<file path="src/rtl/xlat_pkg.sv">
package xlat_pkg;

  localparam int VA_W  = 32;
  localparam int OFS_W = 12;
  localparam int PN_W  = VA_W - OFS_W;
  localparam int LG_64K = 16;
  localparam int LG_1M  = 20;

  typedef enum logic [1:0] {
    SZ_4K  = 2'b00,
    SZ_64K = 2'b01,
    SZ_1M  = 2'b10,
    SZ_RSV = 2'b11
  } pageSize_e;

  typedef struct packed {
    logic flushAll;
    logic flushOne;
    logic fillEn;
  } xlatStrb_t;

  // Page-number bits that take part in the compare for a given size.
  function automatic logic [PN_W-1:0] keepMask(input pageSize_e sz);
    logic [PN_W-1:0] ones;
    ones = '1;
    case (sz)
      SZ_64K:  keepMask = ones << (LG_64K - OFS_W);
      SZ_1M:   keepMask = ones << (LG_1M - OFS_W);
      default: keepMask = ones;
    endcase
  endfunction

endpackage

</file>
<file path="src/rtl/xlat_datapath.sv">
module xlat_datapath
  import xlat_pkg::*;
#(
  parameter int NUM_ENTRIES = 8
) (
  input  logic                   clk,
  input  logic                   rstN,
  input  xlatStrb_t              strb,
  input  logic [NUM_ENTRIES-1:0] fillSlot,
  input  logic [PN_W-1:0]        fillPn,
  input  logic [PN_W-1:0]        fillPpn,
  input  pageSize_e              fillSize,
  input  logic [VA_W-1:0]        lookupVa,
  input  logic [PN_W-1:0]        flushPn,
  output logic [NUM_ENTRIES-1:0] hitVec,
  output logic [NUM_ENTRIES-1:0] flushVec,
  output logic [NUM_ENTRIES-1:0] validVec,
  output logic [VA_W-1:0]        selPa
);

  logic [PN_W-1:0] lookupPn;
  logic [VA_W-1:0] entryPa [NUM_ENTRIES];

  assign lookupPn = lookupVa[VA_W-1:OFS_W];

  for (genvar e = 0; e < NUM_ENTRIES; e++) begin : g_entry
    logic            vld;
    logic [PN_W-1:0] tag;
    logic [PN_W-1:0] ppn;
    pageSize_e       size;
    logic [PN_W-1:0] keep;

    always_ff @(posedge clk or negedge rstN) begin
      if (!rstN) begin
        vld  <= 1'b0;
        tag  <= '0;
        ppn  <= '0;
        size <= SZ_4K;
      end else if (strb.flushAll) begin
        vld <= 1'b0;
      end else if (strb.flushOne && flushVec[e]) begin
        vld <= 1'b0;
      end else if (strb.fillEn && fillSlot[e]) begin
        vld  <= 1'b1;
        tag  <= fillPn;
        ppn  <= fillPpn;
        size <= (fillSize == SZ_RSV) ? SZ_4K : fillSize;
      end
    end

    assign keep        = keepMask(size);
    assign hitVec[e]   = vld && (((lookupPn ^ tag) & keep) == '0);
    assign flushVec[e] = vld && (((flushPn ^ tag) & keep) == '0);
    assign validVec[e] = vld;
    assign entryPa[e]  = {(ppn & keep) | (lookupPn & ~keep), lookupVa[OFS_W-1:0]};
  end

  always_comb begin
    selPa = '0;
    for (int i = 0; i < NUM_ENTRIES; i++) begin
      if (hitVec[i]) selPa = selPa | entryPa[i];
    end
  end


  flush_all_clears_chk: assert property (@(posedge clk) disable iff (!rstN)
    strb.flushAll |=> (validVec == '0));


  flush_one_clears_chk: assert property (@(posedge clk) disable iff (!rstN)
    strb.flushOne |=> (($past(flushVec) & validVec) == '0));


  fill_lands_chk: assert property (@(posedge clk) disable iff (!rstN)
    strb.fillEn |=> ((validVec & $past(fillSlot)) != '0));

endmodule

</file>
<file path="src/rtl/xlat_ctrl.sv">
module xlat_ctrl
  import xlat_pkg::*;
#(
  parameter int NUM_ENTRIES   = 8,
  parameter int REG_ADDR_W    = 8,
  parameter int FLUSH_ALL_OFS = 'h0C,
  parameter int FLUSH_ONE_OFS = 'h10
) (
  input  logic                   clk,
  input  logic                   rstN,
  input  logic                   lookupValid,
  input  logic [VA_W-1:0]        lookupVa,
  input  logic                   fillValid,
  input  logic                   regWrEn,
  input  logic [REG_ADDR_W-1:0]  regAddr,
  input  logic                   regTrig,
  input  logic [NUM_ENTRIES-1:0] hitVec,
  input  logic [NUM_ENTRIES-1:0] validVec,
  input  logic [VA_W-1:0]        selPa,
  output xlatStrb_t              strb,
  output logic [NUM_ENTRIES-1:0] fillSlot,
  output logic                   respValid,
  output logic                   respHit,
  output logic                   respFault,
  output logic [VA_W-1:0]        respPa,
  output logic                   walkReq,
  output logic [VA_W-1:0]        walkVa
);

  localparam int IDX_W = (NUM_ENTRIES > 1) ? $clog2(NUM_ENTRIES) : 1;
  localparam int CNT_W = IDX_W + 1;
  localparam logic [IDX_W-1:0] OLDEST = IDX_W'(NUM_ENTRIES - 1);

  logic [IDX_W-1:0]       age [NUM_ENTRIES];
  logic [CNT_W-1:0]       hitCnt;
  logic [IDX_W-1:0]       hitIdx;
  logic [IDX_W-1:0]       invIdx;
  logic                   anyInv;
  logic [IDX_W-1:0]       oldIdx;
  logic [NUM_ENTRIES-1:0] oldestVec;
  logic [IDX_W-1:0]       victimIdx;
  logic                   flushAllReq;
  logic                   flushOneReq;
  logic                   touchEn;
  logic [IDX_W-1:0]       touchIdx;
  logic                   singleHit;

  // Register decode: bit 0 of the written data is the trigger.
  assign flushAllReq = regWrEn && regTrig && (regAddr == REG_ADDR_W'(FLUSH_ALL_OFS));
  assign flushOneReq = regWrEn && regTrig && (regAddr == REG_ADDR_W'(FLUSH_ONE_OFS));

  always_comb begin
    hitCnt = '0;
    hitIdx = '0;
    for (int i = 0; i < NUM_ENTRIES; i++) begin
      if (hitVec[i]) begin
        hitCnt = hitCnt + CNT_W'(1);
        hitIdx = IDX_W'(i);
      end
    end
  end

  assign singleHit = (hitCnt == CNT_W'(1));

  // Victim: lowest invalid slot first, else the oldest by age.
  always_comb begin
    anyInv    = 1'b0;
    invIdx    = '0;
    oldIdx    = '0;
    oldestVec = '0;
    for (int i = NUM_ENTRIES - 1; i >= 0; i--) begin
      if (!validVec[i]) begin
        anyInv = 1'b1;
        invIdx = IDX_W'(i);
      end
      if (age[i] == OLDEST) begin
        oldestVec[i] = 1'b1;
        oldIdx       = IDX_W'(i);
      end
    end
    victimIdx = anyInv ? invIdx : oldIdx;
  end

  always_comb begin
    fillSlot = '0;
    fillSlot[victimIdx] = 1'b1;
  end

  assign strb.flushAll = flushAllReq;
  assign strb.flushOne = flushOneReq;
  assign strb.fillEn   = fillValid && !flushAllReq && !flushOneReq;

  // A fill is the most recent use; otherwise a single hit is.
  always_comb begin
    touchEn  = 1'b0;
    touchIdx = '0;
    if (strb.fillEn) begin
      touchEn  = 1'b1;
      touchIdx = victimIdx;
    end else if (lookupValid && singleHit) begin
      touchEn  = 1'b1;
      touchIdx = hitIdx;
    end
  end

  always_ff @(posedge clk or negedge rstN) begin
    if (!rstN) begin
      for (int i = 0; i < NUM_ENTRIES; i++) age[i] <= IDX_W'(i);
    end else if (touchEn) begin
      for (int i = 0; i < NUM_ENTRIES; i++) begin
        if (IDX_W'(i) == touchIdx) age[i] <= '0;
        else if (age[i] < age[touchIdx]) age[i] <= age[i] + IDX_W'(1);
      end
    end
  end

  always_ff @(posedge clk or negedge rstN) begin
    if (!rstN) begin
      respValid <= 1'b0;
      respHit   <= 1'b0;
      respFault <= 1'b0;
      respPa    <= '0;
      walkReq   <= 1'b0;
      walkVa    <= '0;
    end else begin
      respValid <= lookupValid;
      respHit   <= lookupValid && singleHit;
      respFault <= lookupValid && (hitCnt > CNT_W'(1));
      respPa    <= (lookupValid && singleHit) ? selPa : '0;
      walkReq   <= lookupValid && (hitCnt == '0);
      if (lookupValid) walkVa <= lookupVa;
    end
  end


  lru_oldest_unique_chk: assert property (@(posedge clk) disable iff (!rstN)
    $onehot(oldestVec));


  walk_only_on_miss_chk: assert property (@(posedge clk) disable iff (!rstN)
    walkReq |-> (respValid && !respHit && !respFault));


  resp_follows_lookup_chk: assert property (@(posedge clk) disable iff (!rstN)
    lookupValid |=> respValid);


  fault_no_addr_chk: assert property (@(posedge clk) disable iff (!rstN)
    respFault |-> (!respHit && (respPa == '0) && !walkReq));


  fill_dropped_on_flush_chk: assert property (@(posedge clk) disable iff (!rstN)
    (fillValid && flushAllReq) |=> (validVec == '0));

endmodule

</file>
<file path="src/rtl/xlat_cache.sv">
module xlat_cache
  import xlat_pkg::*;
#(
  parameter int NUM_ENTRIES   = 8,
  parameter int REG_ADDR_W    = 8,
  parameter int FLUSH_ALL_OFS = 'h0C,
  parameter int FLUSH_ONE_OFS = 'h10
) (
  input  logic                  clk,
  input  logic                  rstN,
  input  logic                  lookupValid,
  input  logic [31:0]           lookupVa,
  output logic                  respValid,
  output logic                  respHit,
  output logic                  respFault,
  output logic [31:0]           respPa,
  output logic                  walkReq,
  output logic [31:0]           walkVa,
  input  logic                  fillValid,
  input  logic [19:0]           fillPn,
  input  logic [19:0]           fillPpn,
  input  logic [1:0]            fillSize,
  input  logic                  regWrEn,
  input  logic [REG_ADDR_W-1:0] regAddr,
  input  logic [31:0]           regWrData
);

  xlatStrb_t              strb;
  logic [NUM_ENTRIES-1:0] fillSlot;
  logic [NUM_ENTRIES-1:0] hitVec;
  logic [NUM_ENTRIES-1:0] flushVec;
  logic [NUM_ENTRIES-1:0] validVec;
  logic [VA_W-1:0]        selPa;
  logic                   unusedRegBits;

  assign unusedRegBits = ^{regWrData[OFS_W-1:1], flushVec};

  xlat_ctrl #(
    .NUM_ENTRIES  (NUM_ENTRIES),
    .REG_ADDR_W   (REG_ADDR_W),
    .FLUSH_ALL_OFS(FLUSH_ALL_OFS),
    .FLUSH_ONE_OFS(FLUSH_ONE_OFS)
  ) u_ctrl (
    .clk        (clk),
    .rstN       (rstN),
    .lookupValid(lookupValid),
    .lookupVa   (lookupVa),
    .fillValid  (fillValid),
    .regWrEn    (regWrEn),
    .regAddr    (regAddr),
    .regTrig    (regWrData[0]),
    .hitVec     (hitVec),
    .validVec   (validVec),
    .selPa      (selPa),
    .strb       (strb),
    .fillSlot   (fillSlot),
    .respValid  (respValid),
    .respHit    (respHit),
    .respFault  (respFault),
    .respPa     (respPa),
    .walkReq    (walkReq),
    .walkVa     (walkVa)
  );

  xlat_datapath #(
    .NUM_ENTRIES(NUM_ENTRIES)
  ) u_dp (
    .clk     (clk),
    .rstN    (rstN),
    .strb    (strb),
    .fillSlot(fillSlot),
    .fillPn  (fillPn),
    .fillPpn (fillPpn),
    .fillSize(pageSize_e'(fillSize)),
    .lookupVa(lookupVa),
    .flushPn (regWrData[VA_W-1:OFS_W]),
    .hitVec  (hitVec),
    .flushVec(flushVec),
    .validVec(validVec),
    .selPa   (selPa)
  );

endmodule

</file>
<file path="config.mk">
export PLATFORM = sky130hd
export DESIGN_NAME = xlat_cache
export DESIGN_NICKNAME = d
export VERILOG_FILES = /design/src/rtl/xlat_pkg.sv /design/src/rtl/xlat_datapath.sv /design/src/rtl/xlat_ctrl.sv /design/src/rtl/xlat_cache.sv
export SDC_FILE = /design/constraint.sdc
export NUM_CORES = 1
export LEC_CHECK = 0
export BUFFER_PORTS_ARGS = -buffer_cell sky130_fd_sc_hd__buf_2
export CAP_MARGIN = 10
export CORE_MARGIN = 5
export CORE_UTILIZATION = 24
export DETAILED_ROUTE_END_ITERATION = 7
export PLACE_DENSITY = 0.5
export SLEW_MARGIN = 20
export SYNTH_ARGS = -nofsm -noshare
export SYNTH_HDL_FRONTEND = slang
export SYNTH_SLANG_ARGS = --single-unit
</file>
<file path="constraint.sdc">
create_clock -name clk -period 7.9 [get_ports clk]
set_input_delay 1.185 -clock clk [delete_from_list [all_inputs] [get_ports clk]]
set_output_delay 1.185 -clock clk [all_outputs]
set_load 0.05 [all_outputs]
</file>
# Word-level counts from Yosys, hierarchy flattened
# Index checks and enable logic that the tools add are counted.
dict set report op_classes {
  add_sub_neg 15
  order_cmp 12
  n_eq_ne 35
  muxes 107
  n_bitwise 81
  n_reduce_logical 93
}
# op n
set op_table {}
lappend op_table {{$and 20x20->20} 32}
lappend op_table {{$logic_not 20->1} 16}
lappend op_table {{$xor 20x20->20} 16}
lappend op_table {{$mux 32} 9}
lappend op_table {{$or 32x32->32} 7}
lappend op_table {{$not 20->20} 8}
lappend op_table {{$or 20x20->20} 8}
lappend op_table {{$mux 3} 43}
lappend op_table {{$pmux 8 s2} 8}
lappend op_table {{$logic_and 1x1->1} 41}
lappend op_table {{$mux 1} 37}
lappend op_table {{$mux 4} 7}
lappend op_table {{$add 3x1->3 const B} 8}
lappend op_table {{$add 4x1->4 const B} 6}
lappend op_table {{$eq 3x3->1 const B} 8}
lappend op_table {{$lt 3x3->1} 8}
lappend op_table {{$reduce_and 3->1} 8}
lappend op_table {{$reduce_bool 3->1} 8}
lappend op_table {{$eq 2x2->1 const B} 9}
lappend op_table {{$eq 2x1->1 const B} 8}
lappend op_table {{$reduce_and 2->1} 8}
lappend op_table {{$reduce_bool 2->1} 8}
lappend op_table {{$eq 3x3->1 const A} 4}
lappend op_table {{$bmux 3 s3} 1}
lappend op_table {{other kinds (17)} 27}
dict set report word_totals {
  ff_bits 436
  input_bits 119
  elab_cells 389
}

# Logic depth before layout (Yosys ltp)
dict set report logic_depth {
  depth_word 31
  mapped_depth 40
  mapped_depth_nobuf 36
}

# Cells and area by module
# A second synthesis with hierarchy kept.
dict set report unflattened {
  hier_cells 2047
  hier_area_um2 26017.5
}
# mod n_inst cells_per_inst area_each_um2 seq_area_each_um2
set modules_own_cells {}
lappend modules_own_cells {xlat_datapath 1 1554 20723.6 8608.3}
lappend modules_own_cells {xlat_ctrl 1 493 5293.8 2317.2}

# Worst setup path before layout
# OpenSTA, ideal clock, no wires.
dict set report synth_timing {
  path_type {input-to-reg}
  start {in lookupVa[27]}
  end {reg u_ctrl.age[3] (netlist name)}
  setup_time_ps 125
  arrival_ps 9240
  setup_slack_ps -1465
  path_stages 37
  n_path_buf 3
  path_cell_list {clkbuf_1 > xor2_1 > nor4_1 > o2111ai_1 > a2111oi_0 > clkbuf_1 > ha_1 > nor4_1 > nor2_1 > inv_1 > ha_1 > nand2_1 > o21ai_0 > ha_1 > and3_1 > a21o_1 > xnor2_1 > a21oi_1 > ha_1 > nand2_1 > o31ai_1 > ha_1 > nand2_1 > xnor3_1 > xnor2_1 > and3_1 > nand4_1 > or2_1 > buf_6 > o31ai_4 > o221ai_1 > a32o_1 > ha_1 > or2_2 > a2111oi_2 > or3_1 > o21ai_1}
}
dict set report synth_between {
  elab_chain_len 30
  word_cells_on_any_way 69
  cone_classes {add/sub: 7; order compare: 1; eq/ne: 2; mux: 23; bitwise: 17; reduce/logical: 19}
}
# item line
set synth_rtl {}
lappend synth_rtl {{start: declaration} xlat_cache.sv:12} ;# input logic [31:0] lookupVa,
lappend synth_rtl {{$xor 20x20->20} xlat_datapath.sv:52} ;# assign hitVec[e] = vld && (((lookupPn ^ tag) & keep) == '0);
lappend synth_rtl {{$and 20x20->20} xlat_datapath.sv:52}
lappend synth_rtl {{$logic_not 20->1} xlat_datapath.sv:52}
lappend synth_rtl {{$logic_and 1x1->1} xlat_datapath.sv:52}
lappend synth_rtl {{$mux 1} xlat_ctrl.sv:56} ;# if (hitVec[i]) begin
lappend synth_rtl {{$add 1x1->2} xlat_ctrl.sv:57} ;# hitCnt = hitCnt + CNT_W'(1);
lappend synth_rtl {{$mux 4} xlat_ctrl.sv:56}
lappend synth_rtl {{$add 4x1->4} xlat_ctrl.sv:57}
lappend synth_rtl {{[13 not listed]} --}
lappend synth_rtl {{$mux 3} xlat_ctrl.sv:100} ;# end else if (lookupValid && singleHit) begin
lappend synth_rtl {{$mux 3} xlat_ctrl.sv:97} ;# if (strb.fillEn) begin
lappend synth_rtl {{$not 3->4 (implied by the code)} xlat_ctrl.sv:112} ;# else if (age[i] < age[touchIdx]) age[i] <= age[i] + IDX_W'(1);
lappend synth_rtl {{$bmux 3 s3} xlat_ctrl.sv:112}
lappend synth_rtl {{$mux 3 (implied by the code) (2 in a row)} xlat_ctrl.sv:112}
lappend synth_rtl {{$lt 3x3->1} xlat_ctrl.sv:112}
lappend synth_rtl {{$reduce_bool 2->1 (no line)} --}
lappend synth_rtl {{$reduce_and 2->1 (no line)} --}
lappend synth_rtl {{end signal: indexed assignment} xlat_ctrl.sv:111} ;# if (IDX_W'(i) == touchIdx) age[i] <= '0;
lappend synth_rtl {{end: declaration} xlat_ctrl.sv:34} ;# logic [IDX_W-1:0] age [NUM_ENTRIES];
# Parallel ways exist; a longest one is shown, timed or not. The select of a mux whose other input is x is not followed.
# A chain may end at the register's enable or synchronous reset.

# Final worst setup path
dict set report layout_timing {
  start {in lookupVa[22]}
  end {reg u_ctrl.age[22] (netlist name)}
}
# Same word-level chain as after synthesis.

==> results.md <==
* Hold WC Path Type: reg -> reg
* Post-Layout Cell Count at about 3500
* H-tree levels at 2
* Data arrival time of the critical path at 8.21 ns
* Max Freq at around 130 MHz
* Setup crit end kind: flip-flop
* Hold slack at ~0.48 ns
* First-pass GRT wire length at 119000 um
* Ports at 187
* Setup ws final at 0.219 ns
* Synthesized instance count at just under 2000
* Cell variety after synth at a little under 80
* Synth warn at 0
* Pwr dens at 402 nW/um^2
* Top flip-flop cell by instance count after synthesis: dfrtp_1
* Syn_nets at roughly 2100
* Slew Viols, Final at 0
* Reg area at 10900 sq um
* Critical path's largest stage delay at 0.51 ns
* WL per Instance at approximately 23 um
* Number of flops mapped to enable cells by yosys at 0
* Cts bufs inserted at 48
* Cell count after placement at roughly 3400
* FP Rows at 114
* Initial core utilization at 0.242
* Die Ht at around 320 um
* Pre-CTS WS at -0.857 ns
* # DRC at 0
* Req. time, crit path at 8.43 ns
* Vias per cell at 4.81
* Top post-synthesis cells by area: dfrtp_1, mux2_2, xnor2_1, xor2_1, ha_1
* Clk_skew at 0.0252 ns
* Status: completed
* Synth async-reset ratio at 1.00
* Max VDD drop at 0.188 mV
* Share of layout cells above drive strength 1 at 0.386
* Clock transition at the registers of the reported paths at 0.06 ns
* Largest net degree at the start of global routing at 184
* Total GRT Usage at 0.151
* Worst slew margin at 0.293
* Reg2Reg Depth at 35
* Final WL at 79800 um
* Period utilization at 0.972
* Vias in the first global route at ~18000
* R2R Path End: u_ctrl.age[22]$_DFFE_PN0P_
* Buffers on Ports at 175
* Chip Width at 322 um
* Critical path fanouts, max at 7
* Final Hold Vio Count at 0
* Slowest CP cell: or4_4
* GR Overflow Total at 0
* Core area at 96700 sq um
* Yosys top cell by area: dfrtp_1
* Yosys reg bits at ~440
* First-pass DRT Iterations at 8
* Maximum buffer depth of the clock tree at 3
* Fillers at ~10000
* Startpoint Class: primary input
* Leak pwr at 12.0 nW
* Slew @ Worst Pin at roughly 1.1 ns
* RR Startpoint: u_dp.g_entry[1].tag[14]$_DFFE_PN0P_
* Multi-input logic area at between 10000 and 15000 sq um
* Area added between synthesis and finish at 22.5%
* Clock tree sinks at 436
* Post-DP HPWL at 56900 um
* Clock latency on the worst-skew pair at about 0.62 ns
* Initial antenna violation count at 10
* CP startpoint: lookupVa[22]
* Unrepaired setup endpoints after global routing: false
* CTS tree: yes
* Final Critical Period at roughly 7.7 ns
* CP Capture Point: u_ctrl.age[22]$_DFFE_PN0P_
* Power Total at 11.5 mW
* Reg2Reg Setup Slack at 0.50 ns
* GP Congestion at 0.880
* Syn Std Cell Area at 23400 sq um
* DRT antenna net count at 0
* Critical path class: in -> reg
* Total Neg Setup Slack at 0 ns
* Root buffer cell: clkbuf_16
* Max-cap viol count at 0
* Area share of the largest cell type after synthesis at 0.454
* Most Frequent Cell on Critical Path: ha_4
* Final layout net count at 2378
* Vias at 16996
* Seq/Total Area, Yosys at 0.468
* Die ar. at 104000 sq um
* 1st-iter DRT viols at roughly 1300
* Final Setup Violations at 0
* Mapped Avg Cell Area at 11.8 sq um
[repair_timing]
action | CTS | global route
setup endpoints to repair | 21 | 24
setup buffers | 2 | 3
gates resized for setup | 4 | 23
hold buffers | 0 | 0
gates cloned | 0 | 0
pin swaps | 7 | 21
[power by group]
part,switching (mW),internal [mW]
clock network,1.00,1.54
registers,0.846,3.23
logic,2.43,2.46
[layout make-up]
| type | instances | share of cell area |
|---|---|---|
| Clock buffer | 57 | 0.0449 |
| Inverter | 44 | 0.00595 |
| Timing Repair Buffer | 319 | 0.0701 |
| Tap cell | 1276 | 0.0558 |
| Multi-Input combinational cell | 1366 | 0.424 |
| Sequential cell | 436 | 0.382 |
| Antenna cell | 5 | 0.000437 |
| Clock inverter | 32 | 0.0172 |
[stage by stage]
| step | util | instance area, sq um |
|---|---|---|
| 2_1_floorplan | - | 23700 |
| 3_3_place_gp | 0.275 | 26600 |
| 3_5_place_dp | 0.275 | 26600 |
| 4_1_cts | 0.294 | 28400 |
| 5_1_grt | 0.296 | 28600 |
| 6_report | 0.296 | 28600 |
[flip-flops by register name (all words and copies together), names as in the netlist]
name / count
u_ctrl.walkVa: 32
u_ctrl.walkReq: 1
u_dp.g_entry.vld: 8
u_dp.g_entry.ppn: 160
u_dp.g_entry.tag: 160
u_ctrl.respFault: 1
u_ctrl.respValid: 1
u_ctrl.respHit: 1
u_ctrl.age: 24
u_dp.g_entry.size: 16
u_ctrl.respPa: 32
[layer usage]
metal / GRT usage / wire [um] / share of wire / vias up
met5: 0 / 46 / 0.00058 / -
met4: 0.0405 / 2050 / 0.026 / 8
met3: 0.0277 / 3840 / 0.048 / 116
met2: 0.248 / 37500 / 0.47 / 397
met1: 0.205 / 36400 / 0.46 / 8840
li1: - / - / - / 7635
[synthesized netlist by cell type (4+ instances only)]
cell	count
a2111oi_0	8
a211oi_1	8
a21o_1	7
a21oi_1	25
a221oi_1	20
a222oi_1	21
a22o_1	19
a31oi_1	22
a41oi_1	6
and2_1	7
and3_1	5
buf_1	10
buf_2	13
clkbuf_1	101
dfrtp_1	424
dfstp_2	12
ha_1	44
inv_1	43
mux2_2	392
mux2i_1	33
nand2_1	79
nand3_1	20
nand4_1	37
nor2_1	56
nor3_1	24
nor4_1	38
o2111ai_1	7
o21ai_0	49
o22a_1	4
o22ai_1	17
o31ai_1	10
o41ai_1	9
or2_2	4
or3_1	6
or3b_1	4
or4_1	5
xnor2_1	173
xor2_1	150
[cell usage in the layout, fill, tap and decap left out, types with 7 or more instances in the layout]
cell	instances
o22ai_1	17
o31ai_1	9
bufinv_16	11
a211oi_1	8
clkinv_2	10
nand2_1	74
dfstp_2	12
xor2_1	148
inv_1	41
xnor2_1	173
nor3_1	18
mux2_2	392
o41ai_1	7
dfrtp_1	424
a31oi_1	22
nor2_1	52
clkbuf_16	48
a221oi_1	20
mux2i_1	33
and2_1	7
nand3_1	18
o21ai_0	46
a222oi_1	21
buf_4	141
buf_2	173
a21o_1	7
a22o_1	19
a21oi_1	24
nor4_1	35
ha_1	36
nand4_1	37
[critical path, delay by kind of cell]
kind                       cells  cell delay, ns
AOI/OAI and AO/OA             10            1.94
buffers and inverters          4            0.58
xor gates and xnor gates       4            0.69
muxes                          1            0.18
and+or+nand+nor               11            2.32
adders and majority gates      6            1.30
[worst min-delay path by stage]
stage                     depth (start not counted)                                 from                                   to  slack (ns)
after floorplan                                   2  u_dp.g_entry[0].size[0]$_DFFE_PN0P_  u_dp.g_entry[0].size[0]$_DFFE_PN0P_        0.45
after global placement                            2  u_dp.g_entry[6].size[0]$_DFFE_PN0P_  u_dp.g_entry[6].size[0]$_DFFE_PN0P_        0.46
after detailed placement                          2  u_dp.g_entry[6].size[0]$_DFFE_PN0P_  u_dp.g_entry[6].size[0]$_DFFE_PN0P_        0.47
after CTS                                         2  u_dp.g_entry[6].size[0]$_DFFE_PN0P_  u_dp.g_entry[6].size[0]$_DFFE_PN0P_        0.49
after global routing                              1   u_dp.g_entry[6].ppn[0]$_DFFE_PN0P_   u_dp.g_entry[6].ppn[0]$_DFFE_PN0P_        0.51
final                                             2  u_dp.g_entry[6].size[0]$_DFFE_PN0P_  u_dp.g_entry[6].size[0]$_DFFE_PN0P_        0.48
[kinds of logic after synthesis]
group,after synthesis,share of synthesized area
flops,436,0.468
mux,427,0.204
xor+xnor,326,0.124
simple gates,297,0.0639
compound gates,272,0.0868
buf+inv,173,0.0298
fa+ha+maj,44,0.0236
Note: power is estimated with default switching activity, not from simulation.
